File: src/rtl/rf_pkg.sv
package rf_pkg;
  typedef enum logic [1:0] {
    ACC_W32  = 2'b00,
    ACC_W16  = 2'b01,
    ACC_W8   = 2'b10,
    ACC_RSVD = 2'b11
  } acc_width_e;

  typedef struct packed {
    logic       legal;
    acc_width_e width;
    logic       upper;   // byte access aimed at bits 15:8
  } acc_req_t;
endpackage

File: src/rtl/rf_access_decode.sv
module rf_access_decode
  import rf_pkg::*;
#(
  parameter int IDX_W   = 3,
  parameter int HI_REGS = 4
) (
  input  logic [IDX_W-1:0] idx,
  input  logic [1:0]       width,
  input  logic             hi,
  output acc_req_t         req
);
  acc_width_e w;
  logic       byte_hi_req;
  logic       no_upper_view;

  always_comb begin
    w             = acc_width_e'(width);
    byte_hi_req   = (w == ACC_W8) && hi;
    no_upper_view = (32'(idx) >= HI_REGS);
    req.width     = w;
    req.upper     = byte_hi_req;
    req.legal     = (w != ACC_RSVD) && !(byte_hi_req && no_upper_view);
  end
endmodule

File: src/rtl/rf_read_port.sv
module rf_read_port
  import rf_pkg::*;
#(
  parameter int DATA_W   = 32,
  parameter int NUM_REGS = 8,
  parameter int IDX_W    = 3
) (
  input  logic                             clk,
  input  logic                             rst,
  input  logic [NUM_REGS-1:0][DATA_W-1:0]  regs,
  input  logic [IDX_W-1:0]                 idx,
  input  acc_req_t                         req,
  output logic [DATA_W-1:0]                data
);
  function automatic logic [DATA_W-1:0] pick_field(input logic [DATA_W-1:0] word,
                                                   input acc_req_t r);
    logic [DATA_W-1:0] v;
    v = '0;
    if (r.legal) begin
      case (r.width)
        ACC_W32: v = word;
        ACC_W16: v = DATA_W'(word[15:0]);
        ACC_W8:  v = r.upper ? DATA_W'(word[15:8]) : DATA_W'(word[7:0]);
        default: v = '0;
      endcase
    end
    return v;
  endfunction

  logic [DATA_W-1:0] sel_word;

  always_comb begin
    sel_word = regs[idx];
    data     = pick_field(sel_word, req);
  end


  illegal_read_zero_chk: assert property (@(posedge clk) disable iff (rst)
    !req.legal |-> data == '0);


  byte_read_pad_chk: assert property (@(posedge clk) disable iff (rst)
    (req.legal && req.width == ACC_W8) |-> data[DATA_W-1:8] == '0);
endmodule

File: src/rtl/rf_write_merge.sv
module rf_write_merge
  import rf_pkg::*;
#(
  parameter int DATA_W = 32
) (
  input  logic [DATA_W-1:0] old_word,
  input  logic [DATA_W-1:0] wdata,
  input  acc_req_t          req,
  output logic [DATA_W-1:0] merged
);
  function automatic logic [DATA_W-1:0] fold_in(input logic [DATA_W-1:0] o,
                                                 input logic [DATA_W-1:0] d,
                                                 input acc_req_t r);
    logic [DATA_W-1:0] v;
    v = o;
    case (r.width)
      ACC_W32: v = d;
      ACC_W16: v[15:0] = d[15:0];
      ACC_W8:  if (r.upper) v[15:8] = d[7:0];
               else         v[7:0]  = d[7:0];
      default: v = o;
    endcase
    return v;
  endfunction

  always_comb merged = fold_in(old_word, wdata, req);
endmodule

File: src/rtl/partial_rf.sv
module partial_rf
  import rf_pkg::*;
#(
  parameter int DATA_W   = 32,
  parameter int NUM_REGS = 8,
  parameter int HI_REGS  = 4,
  localparam int IDX_W   = $clog2(NUM_REGS)
) (
  input  logic              clk,
  input  logic              rst,
  input  logic [IDX_W-1:0]  rd0_idx,
  input  logic [1:0]        rd0_width,
  input  logic              rd0_hi,
  output logic [DATA_W-1:0] rd0_data,
  output logic              rd0_bad,
  input  logic [IDX_W-1:0]  rd1_idx,
  input  logic [1:0]        rd1_width,
  input  logic              rd1_hi,
  output logic [DATA_W-1:0] rd1_data,
  output logic              rd1_bad,
  input  logic              wr_en,
  input  logic [IDX_W-1:0]  wr_idx,
  input  logic [1:0]        wr_width,
  input  logic              wr_hi,
  input  logic [DATA_W-1:0] wr_data,
  output logic              wr_bad
);
  localparam int NUM_RD = 2;

  logic [NUM_REGS-1:0][DATA_W-1:0] regs;

  logic [NUM_RD-1:0][IDX_W-1:0]  rp_idx;
  logic [NUM_RD-1:0][1:0]        rp_width;
  logic [NUM_RD-1:0]             rp_hi;
  logic [NUM_RD-1:0][DATA_W-1:0] rp_data;
  acc_req_t                      rp_req [NUM_RD];

  assign rp_idx   = {rd1_idx, rd0_idx};
  assign rp_width = {rd1_width, rd0_width};
  assign rp_hi    = {rd1_hi, rd0_hi};

  for (genvar p = 0; p < NUM_RD; p++) begin : g_rd
    rf_access_decode #(.IDX_W(IDX_W), .HI_REGS(HI_REGS)) u_dec (
      .idx(rp_idx[p]), .width(rp_width[p]), .hi(rp_hi[p]), .req(rp_req[p]));
    rf_read_port #(.DATA_W(DATA_W), .NUM_REGS(NUM_REGS), .IDX_W(IDX_W)) u_rd (
      .clk(clk), .rst(rst), .regs(regs), .idx(rp_idx[p]),
      .req(rp_req[p]), .data(rp_data[p]));
  end

  assign rd0_data = rp_data[0];
  assign rd1_data = rp_data[1];
  assign rd0_bad  = !rp_req[0].legal;
  assign rd1_bad  = !rp_req[1].legal;

  // write path
  acc_req_t          wr_req;
  logic [DATA_W-1:0] wr_old;
  logic [DATA_W-1:0] wr_merged;
  logic              wr_commit;

  rf_access_decode #(.IDX_W(IDX_W), .HI_REGS(HI_REGS)) u_wdec (
    .idx(wr_idx), .width(wr_width), .hi(wr_hi), .req(wr_req));

  assign wr_old    = regs[wr_idx];
  assign wr_commit = wr_en && wr_req.legal;
  assign wr_bad    = !wr_req.legal;

  rf_write_merge #(.DATA_W(DATA_W)) u_merge (
    .old_word(wr_old), .wdata(wr_data), .req(wr_req), .merged(wr_merged));

  for (genvar i = 0; i < NUM_REGS; i++) begin : g_reg
    always_ff @(posedge clk) begin
      if (rst)
        regs[i] <= '0;
      else if (wr_commit && (wr_idx == IDX_W'(i)))
        regs[i] <= wr_merged;
    end
  end

  // R9 (also covers suppressed writes of R6 and R7)
  idle_hold_chk: assert property (@(posedge clk) disable iff (rst)
    !wr_commit |=> regs == $past(regs));


  half_upper_keep_chk: assert property (@(posedge clk) disable iff (rst)
    (wr_commit && wr_req.width == ACC_W16) |=>
      regs[$past(wr_idx)][DATA_W-1:16] == $past(wr_old[DATA_W-1:16]));


  upper_byte_keep_chk: assert property (@(posedge clk) disable iff (rst)
    (wr_commit && wr_req.upper) |=>
      (regs[$past(wr_idx)][7:0] == $past(wr_old[7:0])) &&
      (regs[$past(wr_idx)][15:8] == $past(wr_data[7:0])));


  upper_view_legal_chk: assert property (@(posedge clk) disable iff (rst)
    (wr_en && wr_req.upper && (32'(wr_idx) >= HI_REGS)) |-> wr_bad);


  full_write_chk: assert property (@(posedge clk) disable iff (rst)
    (wr_commit && wr_req.width == ACC_W32) |=> regs[$past(wr_idx)] == $past(wr_data));
endmodule

File: config.mk
export PLATFORM = sky130hd
export DESIGN_NAME = partial_rf
export DESIGN_NICKNAME = d
export VERILOG_FILES = /design/src/rtl/rf_pkg.sv /design/src/rtl/rf_access_decode.sv /design/src/rtl/rf_read_port.sv /design/src/rtl/rf_write_merge.sv /design/src/rtl/partial_rf.sv
export SDC_FILE = /design/constraint.sdc
export NUM_CORES = 1
export LEC_CHECK = 0
export ABC_CLOCK_PERIOD_IN_PS = 1900
export BUFFER_PORTS_ARGS = -buffer_cell sky130_fd_sc_hd__buf_2
export CORE_MARGIN = 2
export CORE_UTILIZATION = 53
export DETAILED_ROUTE_END_ITERATION = 8
export GPL_TIMING_DRIVEN = 1
export PLACE_DENSITY = 0.72
export SLEW_MARGIN = 30
export SYNTH_ARGS = -nofsm -noshare
export SYNTH_HDL_FRONTEND = slang
export SYNTH_SLANG_ARGS = --single-unit
File: constraint.sdc
create_clock -name clk -period 1.9 [get_ports clk]
set_input_delay 0.095 -clock clk [delete_from_list [all_inputs] [get_ports clk]]
set_output_delay 0.095 -clock clk [all_outputs]
set_load 0.02 [all_outputs]
==> flow_summary_export.csv, run 1 <==
group,metric,value,unit
critical_path,cp_top_family,"multiplexers",
critical_path,cp-end-kind,"primary output",
critical_path,r2r_setup_slack,0.20,ns
global_routing,grt_pass1_wl,82.2,mm
sta,finalHoldViolCount,0,
floorplanning,die_y,177,um
critical_path,r2r_end,"regs[6]$_SDFFE_PP0P_",
clock_network,cts-root-buf,"clkbuf_16",
detailed_routing,wl_per_cell,25.5,um
critical_path,slowest_delay,0.55,ns
logic_synthesis,ys_ff_latch,256,
sta,min_period,1.96,ns
status,violations,"negative setup slack",
logic_synthesis,synthTopCellsByArea,"dfxtp_1, mux4_2, mux2i_1",
logic_synthesis,ys_warn_count,0,
detailed_routing,ant_nets,0,
critical_path,cp-start-kind,"register",
critical_path,crit_start,"regs[108]$_SDFFE_PP0P_",
layout,largest_register,"regs",
clock_network,clock_sink_count,256,
logic_synthesis,synthesis.area,15800,um^2
status,outcome,"complete, but fails checks",
global_routing,antenna_found_initial,1,
logic_synthesis,syn_nets,1602,
critical_path,r2r_cells,5,
clock_network,htree_levels,1,
place,globalplace.congestion,0.892,
hold_path,hp-class,"in -> reg",
critical_path,critPathKind,"reg -> out",
flow_run,drv_cap,0,
layout,final_cell_count_no_fill,2092,
critical_path,path_buf_inv,1,
floorplanning,die_x,177,um
pwr,power_density,738,nW/um^2
logic_synthesis,synth.distinct_cells,48,
detailed_routing,drt_pass1_iterations,6,
sta,tns,-0.624,ns
sta,slew_violations,0,
detailed_routing,num_vias,14600,
clock_network,cts_buffers,29,
layout,final_cell_mix,"mux4_2, dfxtp_1, nor2_1",
sta,fmaxAchievable,509,MHz
pwr,p_total,14200,uW
layout,largest_register_ffs,256,
critical_path,crit_chain,"mux4_2 -> mux2i_2 -> nor2_1 -> buf_2",
logic_synthesis,synth_simple_gate_area_share,0.139,
critical_path,cp.required,1.80,ns
place,port_buffers,119,
layout,drive_gt1_frac,0.377,
critical_path,crit_path_max_fanout,4,
clock_network,clock_latency,0.56,ns
critical_path,cp_slowest_cell,"mux4_2",
clock_network,clk_pin_slew,0.06,ns
layout,final_common_cell,"mux4_2",
logic_synthesis,netlist_instances,1549,
place,dp_hpwl,33.0,mm
logic_synthesis,syn_avg_cell_area,10.2,um^2
clock_network,cts_tree,"done",
sta,fin_hold_ws,0.0230,ns
sta,worst_pin_slew,0.827,ns
detailed_routing,viasPerCell,6.96,
logic_synthesis,synth_edf_count,0,
logic_synthesis,synthAdderAreaFrac,0,
logic_synthesis,synth_xor_area_frac,0,
critical_path,rr_startpoint,"regs[230]$_SDFFE_PP0P_",
layout,syn_to_final_growth,21.9,%
floorplanning,ios,120,
place,dp.cells,1994,
logic_synthesis,yosys.area.top_type,"dfxtp_1",
critical_path,cp-endpoint,"rd0_data[12]",
sta,max_slew_margin,0.447,
detailed_routing,drtIter0Drc,1757,
global_routing,grt-ovfl-total,0,
critical_path,arrival,1.87,ns
sta,setup_viol,23,
logic_synthesis,synth_top_family_by_area,"multiplexers",
detailed_routing,drc,0,
detailed_routing,totalWireLength,53.3,mm
sta,setup_slack,-0.0630,ns
logic_synthesis,yosysSeqAreaShare,0.325,
sta,skew,0.0115,ns
logic_synthesis,synth_compound_area_frac,0.187,
logic_synthesis,ys.flop_type,"dfxtp_1",
floorplanning,die_area,31200,um^2
pwr,vdd_ir_drop_max,0.775,mV
critical_path,path_depth,4,
floorplanning,start_util,0.535,
logic_synthesis,synth_mux_area_frac,0.299,
logic_synthesis,async_reset_ff_frac,0,
pwr,p_leak,0.00700,uW
layout,nets,1731,
layout,reg.largest.list,"regs (256)",
logic_synthesis,synth_top_area_share,0.325,
floorplanning,rows,63,
global_routing,grt_pass1_vias,14500,
sta,finalCritPeriodShare,1.03,
floorplanning,core,29500,um^2
global_routing,grt_max_degree,188,
global_routing,grt_usage,0.340,
sta,grt_setup_unrepaired,"true",
clock_network,clock_path_buffers,3,
per-layer routing:
layer  track usage  vias to the layer above  part of all wire
met5             0                        -                 0
met4         0.148                        0             0.048
met3        0.0622                      195             0.098
met2         0.564                      967              0.47
met1         0.434                     7100              0.38
li1              -                     6298                 -
cells in the mapped netlist (36+ instances only):
library cell,n
a311oi_1,40
nand2_1,71
a21oi_1,51
o211ai_1,47
nor2_1,133
buf_2,47
mux2i_1,138
dfxtp_1,256
o21ai_0,123
mux4_2,144
a22oi_1,36
nand3b_1,129
clkbuf_1,83
kinds of logic after synthesis:
family / count (synthesis)
compound gates: 437
simple gates: 399
mux: 290
flops: 256
buf+inv: 167
where the power goes:
part / switching, uW / internal (uW) / leakage [uW]
Combinational: 1140 / 819 / 0.00431
Sequential: 101 / 5480 / 0.00213
Clock: 2350 / 4310 / 0.000564
Total: 3580 / 10600 / 0.00700
area by class of cell:
cell class / instances / area (um^2)
tap: 390 / 488
inverter: 6 / 22.5
fill: 2321 / 10300
antenna: 2 / 5.00
timing repair buffer: 259 / 2250
clock inverter: 14 / 295
clock buffer: 39 / 843
multi-input combinational: 1126 / 10000
sequential: 256 / 5280
tightest hold or removal path, stage by stage:
cell and delay [ns]:
buf_2 0.10, a32oi_1 0.06, buf_4 0.16, o21ai_0 0.14
metrics by stage:
step | worst slack, ns | instance area, um^2 | util
2_1_floorplan | 0.336 | 15800 | -
3_3_place_gp | 0.142 | 17300 | 0.585
3_5_place_dp | 0.105 | 17300 | 0.585
4_1_cts | -0.0589 | 19000 | 0.643
5_1_grt | -0.0948 | 19200 | 0.652
6_report | -0.0630 | 19200 | 0.652
what timing repair did:
action,4_1_cts,5_1_grt
hold buffers,16,0
setup endpoints to repair,43,59
endpoints found under the hold margin,70,0
setup buffers,16,11
pin swaps,26,9
resized for setup,125,90
worst min path at each step:
stage,startpoint,to,slack (ns),depth (start not counted)
after global placement,rst,regs[47]$_SDFFE_PP0P_,0.33,2
after detailed placement,rst,regs[79]$_SDFFE_PP0P_,0.33,2
final,wr_data[21],regs[85]$_SDFFE_PP0P_,0.02,4
after CTS,wr_data[21],regs[213]$_SDFFE_PP0P_,0.004,4
after global routing,wr_data[21],regs[149]$_SDFFE_PP0P_,0.03,4
after floorplan,wr_data[31],regs[127]$_SDFFE_PP0P_,0.31,2
Power figures use the tool's default switching activity.
==> inputs of run 2 (changes only) <==
--- a/config.mk
+++ b/config.mk
@@ -8,10 +8,9 @@
 export ABC_CLOCK_PERIOD_IN_PS = 1900
 export BUFFER_PORTS_ARGS = -buffer_cell sky130_fd_sc_hd__buf_2
 export CORE_MARGIN = 2
-export CORE_UTILIZATION = 53
+export CORE_UTILIZATION = 43
 export DETAILED_ROUTE_END_ITERATION = 8
 export GPL_TIMING_DRIVEN = 1
-export PLACE_DENSITY = 0.72
 export SLEW_MARGIN = 30
 export SYNTH_ARGS = -nofsm -noshare
 export SYNTH_HDL_FRONTEND = slang
==> flow_summary_export.csv, run 2 (synthesized netlist as in run 1, its figures left out) <==
group,metric,value,unit
status,outcome,"complete, but fails checks",
status,violations,"negative setup slack",
sta,fmaxAchievable,502,MHz
global_routing,antenna_found_initial,2,
layout,fillCellCount,3154,
critical_path,critPathKind,"reg -> out",
critical_path,r2r_setup_slack,0.26,ns
global_routing,grt-ovfl-total,0,
place,dp.cells,2089,
critical_path,r2r_end,"regs[65]$_SDFFE_PP0P_",
critical_path,arrival,1.90,ns
place,dp_hpwl,35.5,mm
critical_path,cp-start-kind,"register",
floorplanning,die_y,196,um
clock_network,clock_latency,0.56,ns
global_routing,grt_usage,0.284,
layout,nets,1776,
global_routing,grt_pass1_wl,84.0,mm
clock_network,cts_buffers,30,
sta,setup_slack,-0.0913,ns
pwr,combPwrFrac,0.149,
floorplanning,core,36300,um^2
detailed_routing,num_vias,14200,
pwr,p_sw_frac,0.265,
clock_network,cts-root-buf,"clkbuf_16",
pwr,p_leak,0.00722,uW
pwr,vdd_ir_drop_max,0.763,mV
floorplanning,die_x,196,um
layout,multi_input_area,10100,um^2
hold_path,whs_path_depth,4,
sta,skew,0.00803,ns
place,globalplace.congestion,0.875,
flow_run,drv_cap,0,
clock_network,clk_pin_slew,0.06,ns
layout,syn_to_final_growth,25.4,%
clock_network,cts_tree,"done",
layout,seq_area,5310,um^2
global_routing,grt_pass1_vias,13800,
sta,min_period,1.99,ns
clock_network,clock_sink_count,256,
floorplanning,die_area,38200,um^2
hold_path,hold_end,"regs[94]$_SDFFE_PP0P_",
floorplanning,rows,70,
floorplanning,start_util,0.434,
sta,finalHoldViolCount,0,
critical_path,rr_startpoint,"regs[193]$_SDFFE_PP0P_",
critical_path,cp-end-kind,"primary output",
sta,setup_viol,25,
detailed_routing,viasPerCell,6.43,
detailed_routing,totalWireLength,55.6,mm
layout,final_common_cell,"buf_4",
detailed_routing,drt_pass1_iterations,5,
layout,largest_register_ffs,256,
layout,largest_register,"regs",
clock_network,clock_path_buffers,3,
floorplanning,ios,120,
pwr,switchingPower,3640,uW
critical_path,cp.required,1.80,ns
sta,worst_pin_slew,1.13,ns
sta,slew_violations,0,
hold_path,hp-class,"in -> reg",
detailed_routing,ant_nets,0,
pwr,p_int,10100,uW
layout,final_cell_count_no_fill,2216,
global_routing,grt_max_degree,188,
hold_path,hold_start,"wr_data[30]",
layout,reg.largest.list,"regs (256)",
pwr,power_density,694,nW/um^2
layout,drive_gt1_frac,0.408,
detailed_routing,drc,0,
layout,final_cell_mix,"buf_4, dfxtp_2, mux4_2",
critical_path,crit_path_max_fanout,4,
critical_path,r2r_cells,5,
layout,final_util,0.544,
detailed_routing,wl_per_cell,25.1,um
detailed_routing,drtIter0Drc,1342,
clock_network,htree_levels,1,
pwr,power_frac_clock,0.444,
sta,max_slew_margin,0.244,
sta,grt_setup_unrepaired,"true",
pwr,seq_power_share,0.406,
place,port_buffers,119,
sta,finalCritPeriodShare,1.05,
==> run 2: metrics by stage <==
| stage | TNS (ns) | total power [uW] | hold WS, ns | instance area, um^2 | setup slack, ns |
|---|---|---|---|---|---|
| final | -0.732 | 13700 | 0.0139 | 19800 | -0.0913 |
| after global routing | -3.27 | 14100 | 0.0207 | 19800 | -0.117 |
| after CTS | -1.20 | 13700 | 0.00207 | 19400 | -0.0896 |
| after detailed placement | -1.08 | 7590 | 0.348 | 17600 | -0.0657 |
| after global placement | -0.285 | 7570 | 0.350 | 17600 | -0.0233 |
| after floorplan | 0 | 6840 | 0.307 | 15800 | 0.336 |
==> run 2: final cells by class <==
| type | count | area share |
|---|---|---|
| multi-input cells | 1126 | 0.510 |
| flip-flops and latches | 256 | 0.268 |
| repair buffers | 303 | 0.138 |
| clock buffers | 48 | 0.0470 |
| well taps | 468 | 0.0296 |
| clock inverters | 7 | 0.00576 |
| inverters | 6 | 0.00114 |
| diodes | 2 | 0.000253 |
==> run 2: worst max-delay path: stages, from the launching register on <==
cell	delay [ns]
dfxtp_2	0.34
mux4_2	0.56
mux2i_1	0.17
nor2_1	0.09
buf_4	0.17
==> run 2: worst max-delay path by stage <==
stage,startpoint,end,slack [ns]
floorplan,rd0_idx[0],rd0_data[4],0.34
global placement,wr_idx[2],regs[97]$_SDFFE_PP0P_,-0.02
finish,regs[73]$_SDFFE_PP0P_,rd1_data[9],-0.09
CTS,regs[73]$_SDFFE_PP0P_,rd1_data[9],-0.09
detailed placement,wr_idx[1],regs[45]$_SDFFE_PP0P_,-0.07
global route,regs[73]$_SDFFE_PP0P_,rd1_data[9],-0.12
==> run 2: repair_timing <==
item,CTS,global route
setup endpoints to repair,48,64
hold buffers,15,0
endpoints found under the hold margin,70,0
setup buffers,35,20
pin swaps,27,18
resized for setup,154,113
==> run 2: routing by layer <==
| layer | track usage | part of all wire | vias up |
|---|---|---|---|
| li1 | - | - | 6377 |
| met1 | 0.374 | 0.41 | 7024 |
| met2 | 0.465 | 0.47 | 714 |
| met3 | 0.0544 | 0.087 | 133 |
| met4 | 0.107 | 0.035 | 0 |
| met5 | 0 | 0 | - |
==> run 2: power by group through the flow <==
stage	clock [uW]	combinational [uW]	sequential, uW
floorplan	0	1190	5650
global placement	0	1890	5680
detailed placement	0	1900	5690
CTS	6160	1980	5570
global route	6400	2150	5590
finish	6100	2050	5580
